[src/rtl/seg_msg_mux.sv]
module seg_msg_mux #(
  parameter int DWELL = 100_000
) (
  input  logic       clk,
  input  logic       rst,
  input  logic       fail_mode,
  input  logic [3:0] value,
  output logic [6:0] seg_n,
  output logic [3:0] dig_n
);
  localparam int CNT_W = (DWELL > 1) ? $clog2(DWELL) : 1;
  localparam logic [CNT_W-1:0] LAST = CNT_W'(DWELL - 1);

  logic [CNT_W-1:0] cnt;
  logic [1:0]       pos;
  logic [6:0]       msg_seg, hex_seg;
  logic [3:0]       msg_dig;

  always_ff @(posedge clk) begin
    if (rst) begin
      cnt <= '0;
      pos <= 2'd0;
    end else if (cnt == LAST) begin
      cnt <= '0;
      pos <= pos + 2'd1;
    end else begin
      cnt <= cnt + 1'b1;
    end
  end

  assign msg_dig = ~(4'b1000 >> pos);

  always_comb begin
    case (pos)
      2'd0:    msg_seg = 7'b0001110;
      2'd1:    msg_seg = 7'b0001000;
      2'd2:    msg_seg = 7'b1111001;
      default: msg_seg = 7'b1000111;
    endcase
  end

  always_comb begin
    case (value)
      4'h0: hex_seg = 7'b1000000;
      4'h1: hex_seg = 7'b1111001;
      4'h2: hex_seg = 7'b0100100;
      4'h3: hex_seg = 7'b0110000;
      4'h4: hex_seg = 7'b0011001;
      4'h5: hex_seg = 7'b0010010;
      4'h6: hex_seg = 7'b0000010;
      4'h7: hex_seg = 7'b1111000;
      4'h8: hex_seg = 7'b0000000;
      4'h9: hex_seg = 7'b0010000;
      4'hA: hex_seg = 7'b0001000;
      4'hB: hex_seg = 7'b0000011;
      4'hC: hex_seg = 7'b1000110;
      4'hD: hex_seg = 7'b0100001;
      4'hE: hex_seg = 7'b0000110;
      default: hex_seg = 7'b0001110;
    endcase
  end

  assign seg_n = fail_mode ? msg_seg : hex_seg;
  assign dig_n = fail_mode ? msg_dig : 4'b0111;
endmodule

[config.mk]
export PLATFORM = sky130hd
export DESIGN_NAME = seg_msg_mux
export DESIGN_NICKNAME = d
export VERILOG_FILES = /design/src/rtl/seg_msg_mux.sv
export SDC_FILE = /design/constraint.sdc
export NUM_CORES = 1
export LEC_CHECK = 0
export BUFFER_PORTS_ARGS = -buffer_cell sky130_fd_sc_hd__buf_2
export CORE_MARGIN = 2
export CORE_UTILIZATION = 50
export CTS_CLUSTER_DIAMETER = 40
export DETAILED_ROUTE_END_ITERATION = 12
export PLACE_DENSITY_LB_ADDON = 0.08
export SLEW_MARGIN = 20
export SYNTH_ARGS = -nofsm -noshare
export SYNTH_HDL_FRONTEND = slang
export SYNTH_SLANG_ARGS = --single-unit
[constraint.sdc]
create_clock -name clk -period 1.8 [get_ports clk]
set_input_delay 0.09 -clock clk [delete_from_list [all_inputs] [get_ports clk]]
set_output_delay 0.09 -clock clk [all_outputs]
set_load 0.02 [all_outputs]
==> flow_summary.toml <==
[status]
outcome = "complete, no violations"

[die]
die_h_um = 55.6
ios = 18
start_util = 0.533
core.rowCount = 18
dieArea_sq_mm = 0.00309
die_w_um = 55.6
core_area_sq_mm = 0.00250

[finish]
fin_nets = 190
stdcell_area_sq_mm = 0.00146
area_growth_pct = 9.67
nFillCells = 228
n_antenna_cell = 0
drive_above_1_share = 0.196

[synth]
synth_nets = 172
yosys-top-cells-count = "nor2_1 (29), dfxtp_1 (19), ha_1 (14)"
synthMuxAreaShare = 0.0479
synth-simple-area-share = 0.326
syn_avg_cell_area_sq_um = 8.82
syn_inst = 151
synth.most_common_cell = "nor2_1"
synth_seq_cells = 19
ys_warn_count = 0
synth-async-reset-ratio = 0
seq_area_frac_synth = 0.285
synth-main-ff-cell = "dfxtp_1"
synth_compound_area_frac = 0.0469
synth_xor_area_frac = 0.112
synth_fa_ha_area_frac = 0.131
synth_edf_count = 0
synth_top_family_by_area = "simple AND/OR/NAND/NOR gates"
synthDistinctLibCells = 36
yosys.area.top_type = "dfxtp_1"
yosys.area.top_type_share = 0.285
synth_area_leaders = "dfxtp_1 (29%), ha_1 (13%), xnor2_1 (8.5%)"
syn_area_sq_mm = 0.00133

[grt]
antenna_found_initial = 0
grt_pass1_vias = 938
grt_pass1_wl_um = 4210
grt_max_degree = 17
grt_overflow = 0
grt_usage = 0.170

[sta]
tightest_slew_ps = 390
setup_viol = 0
layout_setup_ws_ps = 181
fmax_ghz = 0.618
finalSetupTns_ps = 0
finalMaxSlewViolations = 0
maxSlewHeadroom = 0.733
min_period_ps = 1620
fin_skew_ps = 4.25
post-route-period-util = 0.899
rsz0062_at_grt = "no"
hold_viol_final = 0
whs_ps = 485

[clock_tree]
clockBufferDepth = 2
cts_sinks = 19
ctsRootBufferMaster = "clkbuf_4"
cts.clk_slew.worst_paths_ps = 110
post-cts-setup-buffers = 0
htree_levels = 1
cts_tree = "done"
clk_latency_ps = 300
cts_buffers = 3
cts_resized = 0
holdBufCountCts = 1

[placed_design]
io_buffer_count = 17
place_area_sq_mm = 0.00143
place_congestion = 0.783
pre_cts_slack_ps = 208
hpwl_um = 1870

[pwr]
power_mw = 0.771
ir_drop_mv = 0.554
p_per_area_mw_per_mm2 = 528
total_leakage_power_nw = 0.614

[critical_path]
cp.arrival_ps = 1530
end_kind = "primary output"
cpMaxStageDelayCell = "dfxtp_1"
slowest_delay_ps = 450
crit_fanout = 6
r2r_cells = 6
worstSetupPathType = "reg2out"
start_kind = "flop"
crit_chain = "inv_1, ha_1, a22oi_1, buf_2"
cp_data_required_time_ps = 1710

[job]
max_cap_viol_count = 0

[routing]
drc = 0
drt_iter0_markers = 34
ant_nets = 0
viasPerCell = 5.19
wl_um = 2470
routedWlPerCell_um = 12.5
num_vias = 1027
drt-pass1-iter-count = 4

[min_path]
hold_depth = 1
min_path_type = "reg2reg"
==> metal layers <==
layer,vias up,share of wire,global-route usage
met2,11,0.42,0.250
met1,468,0.54,0.242
met4,0,0.0045,0.0453
met3,2,0.031,0.0535
li1,546,-,-
met5,-,0,0
==> sequential cells by signal, indices dropped and copies added, names as in the netlist <==
signal,count
pos,2
cnt,17
==> metrics by stage <==
stage	utilization	std cells
CTS	0.585	198
finish	0.585	198
detailed placement	0.570	193
floorplan	-	151
global route	0.585	198
global placement	0.570	193
==> cell families (layout without fill, tap and decap cells) <==
family / Yosys count / count (layout)
flip-flops: 19 / 19
multiplexers: 5 / 5
AO/OA/AOI/OAI: 9 / 9
XOR/XNOR: 17 / 17
buffers and inverters: 14 / 31
AND/OR/NAND/NOR: 73 / 73
adder cells (fa/ha/maj): 14 / 14
==> area by class of cell <==
type,count,area [sq um],area share
multi-input combinational,118,885,0.605
sequential,19,380,0.260
timing repair buffer,19,103,0.0702
tap,30,37.5,0.0257
inverter,8,30.0,0.0205
clock buffer,4,26.3,0.0180
==> cells in the final DEF (no fill, tap or decap), types with 3 or more instances in the layout <==
| cell | n |
|---|---|
| nor4_2 | 4 |
| nand2_1 | 10 |
| dfxtp_1 | 19 |
| nor3_1 | 5 |
| clkbuf_4 | 3 |
| inv_1 | 8 |
| ha_1 | 14 |
| nand4_2 | 3 |
| mux2i_1 | 3 |
| buf_2 | 17 |
| nand3_1 | 6 |
| nand2b_1 | 3 |
| xor2_1 | 4 |
| xnor2_1 | 13 |
| nor2_1 | 29 |
==> path summary, 6_finish.rpt <==
check,slack [ps],from,end
setup / recovery,180,pos[1],seg_n[1]
hold reg to reg,490,cnt[0],cnt[0]
setup reg to reg,190,cnt[0],cnt[15]
hold / removal,490,cnt[0],cnt[0]
==> report_power, final <==
part / internal [mW] / switching [mW] / total, mW
sequential: 0.426 / 0.00731 / 0.433
clock: 0.0863 / 0.130 / 0.216
combinational: 0.0482 / 0.0735 / 0.122
==> critical path, delay by kind of cell (launching register included) <==
kind                       cells  cell delay [ps]
AOI/OAI and AO/OA              1              170
adders and majority gates      1              330
DFF                            1              450
buffers and inverters          2              290
(Power assumes the default switching activity.)
